==> config.mk <==
export PLATFORM = sky130hd
export DESIGN_NAME = spi_cs_sequencer
export DESIGN_NICKNAME = d
export VERILOG_FILES = /design/src/rtl/spi_cs_pkg.sv /design/src/rtl/spi_cs_cfg_reg.sv /design/src/rtl/spi_cs_decode.sv /design/src/rtl/spi_cs_gap_timer.sv /design/src/rtl/spi_cs_sequencer.sv
export SDC_FILE = /design/constraint.sdc
export NUM_CORES = 1
export LEC_CHECK = 0
export BUFFER_PORTS_ARGS = -buffer_cell sky130_fd_sc_hd__buf_4
export CORE_ASPECT_RATIO = 2
export CORE_UTILIZATION = 50
export DETAILED_ROUTE_END_ITERATION = 16
export HOLD_SLACK_MARGIN = 0.12
export PLACE_DENSITY = 0.76
export SLEW_MARGIN = 20
export SYNTH_ARGS = -nofsm -noshare
export SYNTH_HDL_FRONTEND = slang
export SYNTH_HIERARCHICAL = 1
export SYNTH_SLANG_ARGS = --single-unit
==> constraint.sdc <==
create_clock -name clk -period 3.86 [get_ports clk]
set_input_delay 1.158 -clock clk [delete_from_list [all_inputs] [get_ports clk]]
set_output_delay 1.158 -clock clk [all_outputs]
set_load 0.02 [all_outputs]
==> src/rtl/spi_cs_pkg.sv <==
// Shared widths and the configuration word layout of the chip-select sequencer.
package spi_cs_pkg;
    localparam int CS_W   = 4;
    localparam int GAP_W  = 8;
    localparam int SLOT_W = 2;

    typedef struct packed {
        logic [GAP_W-1:0] gap;
        logic [CS_W-1:0]  code;
        logic             wait_rd;
        logic             alt_clk;
        logic             decode;
        logic             host;
    } cs_cfg_t;

    localparam int CFG_W = $bits(cs_cfg_t);
endpackage

==> src/rtl/spi_cs_cfg_reg.sv <==
// Configuration word register.
// Assumes: a write is taken on any cycle with the strobe high and protection low.
module spi_cs_cfg_reg #(
    parameter int CFG_W = spi_cs_pkg::CFG_W
) (
    input  logic             clk,
    input  logic             rst_n,
    input  logic             wr_en,
    input  logic             wr_protect,
    input  logic [CFG_W-1:0] wr_data,
    output logic [CFG_W-1:0] cfg_q
);
    // Hold the word; protected writes are dropped.
    always_ff @(posedge clk) begin
        if (!rst_n)
            cfg_q <= '0;
        else if (wr_en && !wr_protect)
            cfg_q <= wr_data;
    end
endmodule

==> src/rtl/spi_cs_decode.sv <==
// Maps a selection code onto select-line levels and a configuration slot.
// Assumes: the all-ones code names no peripheral in either mode.
module spi_cs_decode #(
    parameter int CS_W   = spi_cs_pkg::CS_W,
    parameter int SLOT_W = spi_cs_pkg::SLOT_W
) (
    input  logic [CS_W-1:0]   code,
    input  logic              decode_en,
    output logic [CS_W-1:0]   pattern,
    output logic              legal,
    output logic [SLOT_W-1:0] slot
);
    // Priority one-cold mapping or raw pass-through, plus slot choice.
    always_comb begin
        logic found;
        found   = 1'b0;
        legal   = (code != {CS_W{1'b1}});
        pattern = {CS_W{1'b1}};
        slot    = '0;
        if (decode_en) begin
            pattern = code;
            slot    = code[CS_W-1 -: SLOT_W];
        end else begin
            for (int i = 0; i < CS_W; i++) begin
                if (!found && !code[i]) begin
                    pattern[i] = 1'b0;
                    slot       = SLOT_W'(i);
                    found      = 1'b1;
                end
            end
        end
    end
endmodule

==> src/rtl/spi_cs_gap_timer.sv <==
// Counts down the minimum inactive time between two selects.
// Assumes: load wins over tick; the timer is expired out of reset.
module spi_cs_gap_timer #(
    parameter int GAP_W   = spi_cs_pkg::GAP_W,
    parameter int MIN_GAP = 6
) (
    input  logic             clk,
    input  logic             rst_n,
    input  logic             load,
    input  logic [GAP_W-1:0] gap_val,
    input  logic             tick,
    output logic             expired
);
    localparam logic [GAP_W-1:0] MIN_V = GAP_W'(MIN_GAP);

    logic [GAP_W-1:0] cnt_q;
    logic [GAP_W-1:0] eff_gap;

    // Raise short programmed gaps to the floor.
    always_comb eff_gap = (gap_val < MIN_V) ? MIN_V : gap_val;

    // Load on deselect, then count source ticks down to zero.
    always_ff @(posedge clk) begin
        if (!rst_n)
            cnt_q <= '0;
        else if (load)
            cnt_q <= eff_gap - 1'b1;
        else if (tick && cnt_q != '0)
            cnt_q <= cnt_q - 1'b1;
    end

    assign expired = (cnt_q == '0);
endmodule

==> src/rtl/spi_cs_sequencer.sv <==
// Chip-select sequencer of an SPI host: holds the configuration word, grants
// transfer requests and drives the active-low select lines.
// Assumes: xfer_done is only meaningful while busy; blocked requests are kept.
module spi_cs_sequencer #(
    parameter int MIN_GAP = 6
) (
    input  logic                         clk,
    input  logic                         rst_n,
    input  logic                         cfg_wr_en,
    input  logic [spi_cs_pkg::CFG_W-1:0] cfg_wr_data,
    input  logic                         wr_protect,
    input  logic                         start_req,
    input  logic                         xfer_done,
    input  logic                         rx_full,
    input  logic                         gclk_en,
    output logic [spi_cs_pkg::CS_W-1:0]  cs_n,
    output logic                         busy,
    output logic [spi_cs_pkg::SLOT_W-1:0] cfg_slot,
    output logic [spi_cs_pkg::CFG_W-1:0] mode_q
);
    import spi_cs_pkg::*;

    cs_cfg_t          cfg;
    logic [CS_W-1:0]  pattern;
    logic             legal;
    logic             gap_ok;
    logic             gap_tick;
    logic             grant;
    logic             pending_q;
    logic             busy_q;
    logic [CS_W-1:0]  cs_q;

    spi_cs_cfg_reg #(.CFG_W(CFG_W)) cfg_i (
        .clk(clk), .rst_n(rst_n), .wr_en(cfg_wr_en), .wr_protect(wr_protect),
        .wr_data(cfg_wr_data), .cfg_q(mode_q)
    );

    assign cfg = cs_cfg_t'(mode_q);

    spi_cs_decode #(.CS_W(CS_W), .SLOT_W(SLOT_W)) dec_i (
        .code(cfg.code), .decode_en(cfg.decode), .pattern(pattern),
        .legal(legal), .slot(cfg_slot)
    );

    // Gap source: every cycle, or only alternate-clock enable cycles.
    always_comb gap_tick = cfg.alt_clk ? gclk_en : 1'b1;

    spi_cs_gap_timer #(.GAP_W(GAP_W), .MIN_GAP(MIN_GAP)) gap_i (
        .clk(clk), .rst_n(rst_n), .load(busy_q && xfer_done),
        .gap_val(cfg.gap), .tick(gap_tick), .expired(gap_ok)
    );

    // Grant when idle, requested, in host mode, legal, gap over, data read.
    always_comb
        grant = !busy_q && (pending_q || start_req) && cfg.host && legal &&
                gap_ok && !(cfg.wait_rd && rx_full);

    // Request memory and transfer state with latched select pattern.
    always_ff @(posedge clk) begin
        if (!rst_n) begin
            pending_q <= 1'b0;
            busy_q    <= 1'b0;
            cs_q      <= {CS_W{1'b1}};
        end else begin
            pending_q <= grant ? 1'b0 : (pending_q || (start_req && !busy_q));
            if (grant) begin
                busy_q <= 1'b1;
                cs_q   <= pattern;
            end else if (busy_q && xfer_done) begin
                busy_q <= 1'b0;
                cs_q   <= {CS_W{1'b1}};
            end
        end
    end

    assign cs_n = cfg.host ? cs_q : {CS_W{1'b1}};
    assign busy = busy_q;
endmodule

### Yosys cells after proc, flatten, opt, wreduce, memory -nomap -nowiden

Index checks and enable logic that the tools add are counted.

* input port bits: 24
* word-level logic and storage cells: 63
* bits in registers: 30
* output and inout port bits: 23

* $lt $le $gt $ge: 1
* add/sub/neg operators: 2
* reduce and logical (&&, ||, !) cells: 29
* eq/ne operators: 1
* bitwise operators: 1
* multiplexer cells: 24

Operator list (count)
* $mux W8: 3
* $mux W4: 4
* $sub A8 B1 Y8 const B: 2
* $mux W1: 14
* $logic_and A1 B1 Y1: 13
* $logic_not A1 Y1: 9
* $logic_not A8 Y1: 1
* $lt A8 B3 Y1 const B: 1
* $reduce_bool A8 Y1: 1
* $mux W2: 3
* $ne A4 B4 Y1 const B: 1
* $reduce_bool A2 Y1: 2
* $logic_or A1 B1 Y1: 2
* $reduce_or A2 Y1: 1
* $not A1 Y1: 1

### Logic depth before layout (Yosys ltp)

Gate-level depths: netlist (run 1).

* depth after elaboration: 15
* depth in mapped cells: 13
* gate-level depth less buffers: 9

### By module

The synthesis (run 1) kept the hierarchy.

By module, submodules not included
* spi_cs_gap_timer: cells each 93, area an instance 709.4 um^2, times used 1, sequential area each 160.2 um^2
* spi_cs_cfg_reg: cells each 70, area an instance 660.6 um^2, times used 1, sequential area each 320.3 um^2
* spi_cs_sequencer: cells each 35, area an instance 322.8 um^2, times used 1, sequential area each 120.1 um^2
* spi_cs_decode: cells each 16, area an instance 85.1 um^2, times used 1, sequential area each 0.0 um^2

### Least setup slack after synthesis (run 1)

Ideal clock, no wire load.

* path type: input to register
* from: in xfer_done
* to: reg gap_i.cnt_q[2]
* buffers on the path: 4
* setup time: 0.122 ns
* required time: 3.738 ns
* arrival time: 2.999 ns
* cell stages on the path: 12
* slack: 0.739 ns
* path through: and2_1 -> buf_2 -> clkbuf_1 -> buf_2 -> buf_2 -> nand2_1 -> a31oi_1 -> a21oi_1 -> ha_1 -> inv_1 -> nor2_1 -> a311o_1

* cells in the longest elaborated chain, start to end: 2
* elaborated cells between the ends (all ways): 3
* classes of those cells: 1 x mux; 2 x reduce/logical

RTL lines
* start: declaration: RTL line spi_cs_sequencer.sv:13 `input logic xfer_done,`
* $logic_and A1 B1 Y1 (*): RTL line spi_cs_sequencer.sv:49 `.clk(clk), .rst_n(rst_n), .load(busy_q && xfer_done),`
* $mux W8 / $reduce_bool A2 Y1 (equally long branches)
* end signal: assignment: RTL line spi_cs_gap_timer.sv:27 `cnt_q <= eff_gap - 1'b1;`
* end signal: assignment: RTL line spi_cs_gap_timer.sv:29 `cnt_q <= cnt_q - 1'b1;`
* end: declaration: RTL line spi_cs_gap_timer.sv:16 `logic [GAP_W-1:0] cnt_q;`

Mark *: on every way between the ends. The rest lies on a longest branch, timed or not.
A chain may end at the register's enable or synchronous reset.

### Final worst setup path (run 1)

Same ends and word-level chain as after synthesis.

==> flow_summary_export.csv, run 1 <==
group,metric,value,unit
outcome,status,"finished clean",
finish,n_antenna_cell,0,
drt,wire_per_inst,15.2,um
yosys,syn-num-nets,239,
clocking,cts_max_level,2,
yosys,netlist_top_cells_area,"dfxtp_1 34%, mux2i_1 11%, nand2_1 8.7%",
critical_path,r2r-end,"gap_i/cnt_q[2]$_SDFFE_PN0P_",
critical_path,r2r-start,"cfg_i/cfg_q[15]$_SDFFE_PN0P_",
yosys,synth_top_area_cell,"dfxtp_1",
hold_path,hold_path.class,"flip-flop to flip-flop",
yosys,syn_area,0.00178,mm^2
yosys,synth-edff-count,0,
critical_path,cp_max_fo,29,
critical_path,end_kind,"flip-flop",
place,place_inst,281,
grt,grt_pass1_wl,7.15,mm
place,port_buffers,46,
yosys,ys_warn_count,6,
floorplanning,ios,47,
yosys,ys.flop_type,"dfxtp_1",
yosys,avgSynthCellArea,8.31,um^2
floorplanning,rows,30,
place,place_area,0.00209,mm^2
critical_path,r2r_cells,7,
finish,drive_gt1_frac,0.245,
clocking,cts_tree,"done",
finish,utilization,0.645,
grt,track_usage,0.251,
hold_path,whs_path_depth,2,
clocking,clock_sinks,30,
power,p_leak,0.905,nW
finish,area.growth.synth_to_final,22.6,%
drt,drt_iter0_drc,52,
drt,wl,4.41,mm
clocking,clockBufferDepth,2,
critical_path,critPathKind,"input port to flip-flop",
clocking,cts_root_buffer,"clkbuf_8",
yosys,yosysSeqAreaShare,0.338,
power,peakVddDrop,298,uV
yosys,synth.most_common_cell,"nand2_1",
grt,grt_util_met1,0.243,
clocking,clk_pin_slew,0.07,ns
floorplanning,die-area,0.00381,mm^2
hold_path,hold_path_end,"cfg_i/cfg_q[2]$_SDFFE_PN0P_",
sta,setup_violations,0,
sta,finalCritPeriodShare,0.711,
floorplanning,initial_utilization,0.526,
clocking,ctsResizeCount,0,
floorplanning,core,0.00338,mm^2
yosys,synth.top_cell.area_share,0.338,
grt,grt_start_max_net_pins,48,
place,place_congestion,0.989,
sta,period_needed,2.74,ns
yosys,ys_async_sr_fraction,0,
drt,num_vias,1720,
sta,slew_violations,0,
yosys,yosys-top-cells-count,"41 x nand2_1, 30 x dfxtp_1, 20 x mux2i_1, 10 x nor3_1",
grt,met3_usage,0.0417,
grt,grt.met2_usage,0.461,
grt,grt.busiest_layer,"met2",
critical_path,r2r_setup_slack,1.51,ns
clocking,post_cts_buffers,0,
grt,grt_pass1_vias,1681,
drt,drtAntennaViolNets,0,
critical_path,arrival,2.91,ns
grt,antenna_found_initial,0,
finish,final.fill_count,289,
drt,firstDrtPassIters,6,
hold_path,hp-start,"cfg_i/cfg_q[2]$_SDFFE_PN0P_",
finish,fin_cells,289,
power,power-per-cell-area,496,mW/mm^2
sta,maxSlewHeadroom,0.561,
grt,grt_overflow,0,
sta,max_freq,365,MHz
floorplanning,die_h,86.3,um
yosys,synth_seq_cells,30,
sta,fin_setup_tns,0,ns
yosys,ys_types,53,
drt,routed_via_density,5.95,
sta,skew,0.00634,ns
clocking,tritoncts.num_buffers,5,
yosys,synthCells,214,
finish,nets,281,
sta,rsz0062_at_grt,"false",
drt,remaining_drc_errors,0,
floorplanning,die_x,44.2,um
critical_path,critPathRequiredTime,4.03,ns
clocking,cts_hold_buf,0,
finish,finish.instance_area,0.00218,mm^2
run,drv_cap,0,
power,power,1.08,mW
place,dpl.hpwl,3.28,mm
sta,worst_pin_slew,0.656,ns
clocking,clkLatencyLatePin,0.28,ns
sta,finalHoldViolCount,0,
critical_path,cp-start-kind,"input port",
==> placed cells by master (no fill, tap or decap), drive strengths merged, types with 2 or more instances in the layout <==
| cell type | count |
|---|---|
| a21oi | 5 |
| or3 | 4 |
| mux2i | 20 |
| nor3 | 10 |
| or2 | 4 |
| clkbuf | 7 |
| nand2 | 41 |
| nor2 | 8 |
| or4 | 2 |
| a211oi | 7 |
| or2b | 3 |
| o21ai | 10 |
| inv | 6 |
| nor2b | 5 |
| nand4 | 2 |
| dfxtp | 30 |
| buf | 47 |
| o211ai | 2 |
| nand3 | 4 |
| o31a | 2 |
| nor4 | 3 |
| and3 | 3 |
| o21a | 2 |
| xor2 | 2 |
| a31oi | 4 |
| nand2b | 3 |
| o311ai | 2 |
==> power breakdown <==
group          internal [mW]  switching (mW)  total, mW
Clock                  0.144           0.120      0.263
Sequential             0.354          0.0546      0.408
Combinational          0.195           0.215      0.410
==> final cells by class <==
cell class                 instances  area (um^2)  share of cell area
multi-input combinational        166         1070               0.492
sequential                        30          601               0.276
timing repair buffer              47          353               0.162
clock buffer                       7         86.3              0.0396
tap                               32         40.0              0.0184
inverter                           6         22.5              0.0103
clock inverter                     1         5.00             0.00230
==> layer usage <==
metal	routed length, um	vias up	share of wire
met1	1630	801	0.37
met3	152	13	0.034
li1	-	858	-
met5	0	-	0
met2	2480	48	0.56
met4	139	0	0.032
==> per-stage QoR <==
step	setup WS, ns	hold slack (ns)
after detailed placement	0.863	0.492
final	1.12	0.501
after global placement	0.956	0.482
after CTS	1.14	0.502
after global routing	0.989	0.540
after floorplan	0.739	0.467
==> worst max-delay path: stages <==
cell and delay (ns):
buf_4 0.11, and2_1 0.16, buf_4 0.23, nand2_1 0.09, a31oi_1 0.05, a21oi_1 0.19
ha_1 0.26, inv_1 0.10, o2111a_1 0.25, a311o_1 0.30
==> worst max path at each step <==
stage          startpoint                     endpoint  slack (ns)
2_1_floorplan   xfer_done  gap_i/cnt_q[2]$_SDFFE_PN0P_        0.74
3_3_place_gp    xfer_done  gap_i/cnt_q[2]$_SDFFE_PN0P_        0.96
3_5_place_dp    xfer_done  gap_i/cnt_q[2]$_SDFFE_PN0P_        0.86
4_1_cts         xfer_done  gap_i/cnt_q[2]$_SDFFE_PN0P_        1.14
5_1_grt         xfer_done  gap_i/cnt_q[6]$_SDFFE_PN0P_        0.99
6_report        xfer_done  gap_i/cnt_q[2]$_SDFFE_PN0P_        1.12
==> state kept, by name (all words and copies together), names as in the netlist <==
signal and count:
busy 1, cfg_i/cfg_q 16, cs_q 4, gap_i/cnt_q 8
pending_q 1
==> cell families after synthesis <==
group / share of synthesized area
compound gates: 0.193
flops: 0.338
xor+xnor: 0.0148
mux: 0.113
fa+ha+maj: 0.00704
simple gates: 0.276
buf+inv: 0.0591
Note: power is estimated with default switching activity, not from simulation.
==> run 2, diff against run 1 <==
- CORE_UTILIZATION: 50 -> 47
- PLACE_DENSITY: 0.76 -> 0.75
- clock period: 3.86 -> 2.25 ns (I/O delays scaled with it)
==> flow_summary_export.csv, run 2 (synthesis gave the netlist of run 1 again) <==
group,metric,value,unit
critical_path,r2r-start,"cfg_i/cfg_q[15]$_SDFFE_PN0P_",
clocking,clkLatencyLatePin,0.28,ns
sta,finalCritPeriodShare,0.881,
floorplanning,die-area,0.00405,mm^2
clocking,ctsResizeCount,0,
critical_path,critPathKind,"input port to flip-flop",
finish,finish.instance_area,0.00227,mm^2
power,power-per-cell-area,829,mW/mm^2
hold_path,hp-start,"cfg_i/cfg_q[2]$_SDFFE_PN0P_",
grt,grt_start_max_net_pins,39,
clocking,cts_max_level,2,
finish,final.fill_count,342,
critical_path,r2r_cells,9,
critical_path,end_kind,"flip-flop",
grt,grt_pass1_vias,1725,
critical_path,cp-start-kind,"input port",
critical_path,arrival,2.15,ns
finish,final_cell_mix,"57 x buf_4, 41 x nand2_1, 30 x dfxtp_1",
critical_path,r2r_setup_slack,0.34,ns
critical_path,cp_slowest_stage_delay,0.26,ns
drt,wl,4.78,mm
drt,routed_via_density,5.57,
floorplanning,die_h,89.0,um
sta,maxSlewHeadroom,0.588,
clocking,post_cts_buffers,0,
sta,setup_slack,0.267,ns
drt,wire_per_inst,15.2,um
critical_path,critPathTopFamily,"compound AO/OA/AOI/OAI gates",
grt,track_usage,0.267,
place,place_inst,308,
grt,grt_pass1_wl,7.96,mm
outcome,status,"finished clean",
drt,remaining_drc_errors,0,
run,drv_cap,0,
finish,largest-register,"cfg_i/cfg_q",
clocking,cts_root_buffer,"clkbuf_8",
clocking,cts_tree,"done",
hold_path,hold_path_end,"cfg_i/cfg_q[2]$_SDFFE_PN0P_",
critical_path,r2r-end,"gap_i/cnt_q[2]$_SDFFE_PN0P_",
critical_path,cp_num_buf_inv,3,
hold_path,whs_path_depth,2,
sta,worst_pin_slew,0.617,ns
critical_path,critPathRequiredTime,2.42,ns
finish,n_antenna_cell,0,
sta,rsz0062_at_grt,"false",
place,pre_cts_ws,-0.0157,ns
power,p_leak,0.947,nW
sta,max_freq,504,MHz
power,peakVddDrop,571,uV
finish,final_common_cell,"buf_4",
finish,drive_gt1_frac,0.279,
drt,firstDrtPassIters,4,
finish,utilization,0.629,
place,port_buffers,46,
drt,drt_iter0_drc,22,
clocking,clockBufferDepth,2,
clocking,cts_hold_buf,0,
critical_path,path_cells,"buf_4 -> and2_1 -> inv_1 -> nor2_1 -> a21oi_1 -> ha_2 -> inv_2 -> o2111a_1 -> a311o_1",
drt,drtAntennaViolNets,0,
floorplanning,die_x,45.5,um
sta,skew,0.00248,ns
place,dpl.hpwl,3.69,mm
finish,top_regs,"cfg_i/cfg_q x16, gap_i/cnt_q x8, cs_q x4",
drt,num_vias,1749,
place,place_area,0.00219,mm^2
place,place_congestion,1.05,
hold_path,hold_path.class,"flip-flop to flip-flop",
finish,nets,291,
floorplanning,rows,31,
clocking,tritoncts.num_buffers,5,
finish,largest_reg_flops,16,
floorplanning,initial_utilization,0.493,
finish,fin_cells,314,
clocking,clk_pin_slew,0.06,ns
floorplanning,ios,47,
sta,setup_violations,0,
floorplanning,core,0.00361,mm^2
finish,area.growth.synth_to_final,27.7,%
sta,fin_setup_tns,0,ns
critical_path,crit_path_top_delay_cell,"ha_2",
clocking,clock_sinks,30,
sta,slew_violations,0,
critical_path,cp_max_fo,7,
grt,antenna_found_initial,0,
sta,period_needed,1.98,ns
grt,grt_overflow,0,
sta,finalHoldViolCount,0,
run 2: per-layer routing:
| metal | track usage | part of all wire | up-vias |
|---|---|---|---|
| li1 | - | - | 875 |
| met1 | 0.282 | 0.37 | 807 |
| met2 | 0.466 | 0.55 | 50 |
| met3 | 0.0424 | 0.032 | 17 |
| met4 | 0.171 | 0.049 | 0 |
| met5 | 0 | 0 | - |
run 2: report_power, final:
part	switching [mW]	internal [mW]	leakage, nW
combinational	0.392	0.357	0.658
sequential	0.0954	0.607	0.246
clock	0.194	0.235	0.0431
run 2: worst min-delay path, stage by stage, from the launching register on:
cell	delay, ns
dfxtp_1	0.34
nand2_1	0.06
mux2i_1	0.06
run 2: layout make-up:
class	instances	area, um^2	area share
timing repair buffer	57	428	0.189
multi-input combinational	166	1070	0.474
tap	49	61.3	0.0270
sequential	30	601	0.265
clock buffer	6	82.6	0.0364
inverter	6	22.5	0.00992
run 2: how the worst max path moves through the flow:
stage          startpoint  cells after the start                          end
3_3_place_gp    xfer_done                      9  gap_i/cnt_q[2]$_SDFFE_PN0P_
4_1_cts         xfer_done                      9  gap_i/cnt_q[6]$_SDFFE_PN0P_
6_report        xfer_done                      9  gap_i/cnt_q[2]$_SDFFE_PN0P_
5_1_grt         xfer_done                      9  gap_i/cnt_q[6]$_SDFFE_PN0P_
3_5_place_dp    xfer_done                      9  gap_i/cnt_q[6]$_SDFFE_PN0P_
2_1_floorplan   xfer_done                     12  gap_i/cnt_q[2]$_SDFFE_PN0P_
run 2: per-stage QoR:
| stage | power, mW | hold slack (ns) |
|---|---|---|
| finish | 1.88 | 0.503 |
| global route | 2.00 | 0.527 |
| CTS | 1.89 | 0.498 |
| detailed placement | 1.46 | 0.488 |
| global placement | 1.45 | 0.482 |
| floorplan | 1.25 | 0.467 |
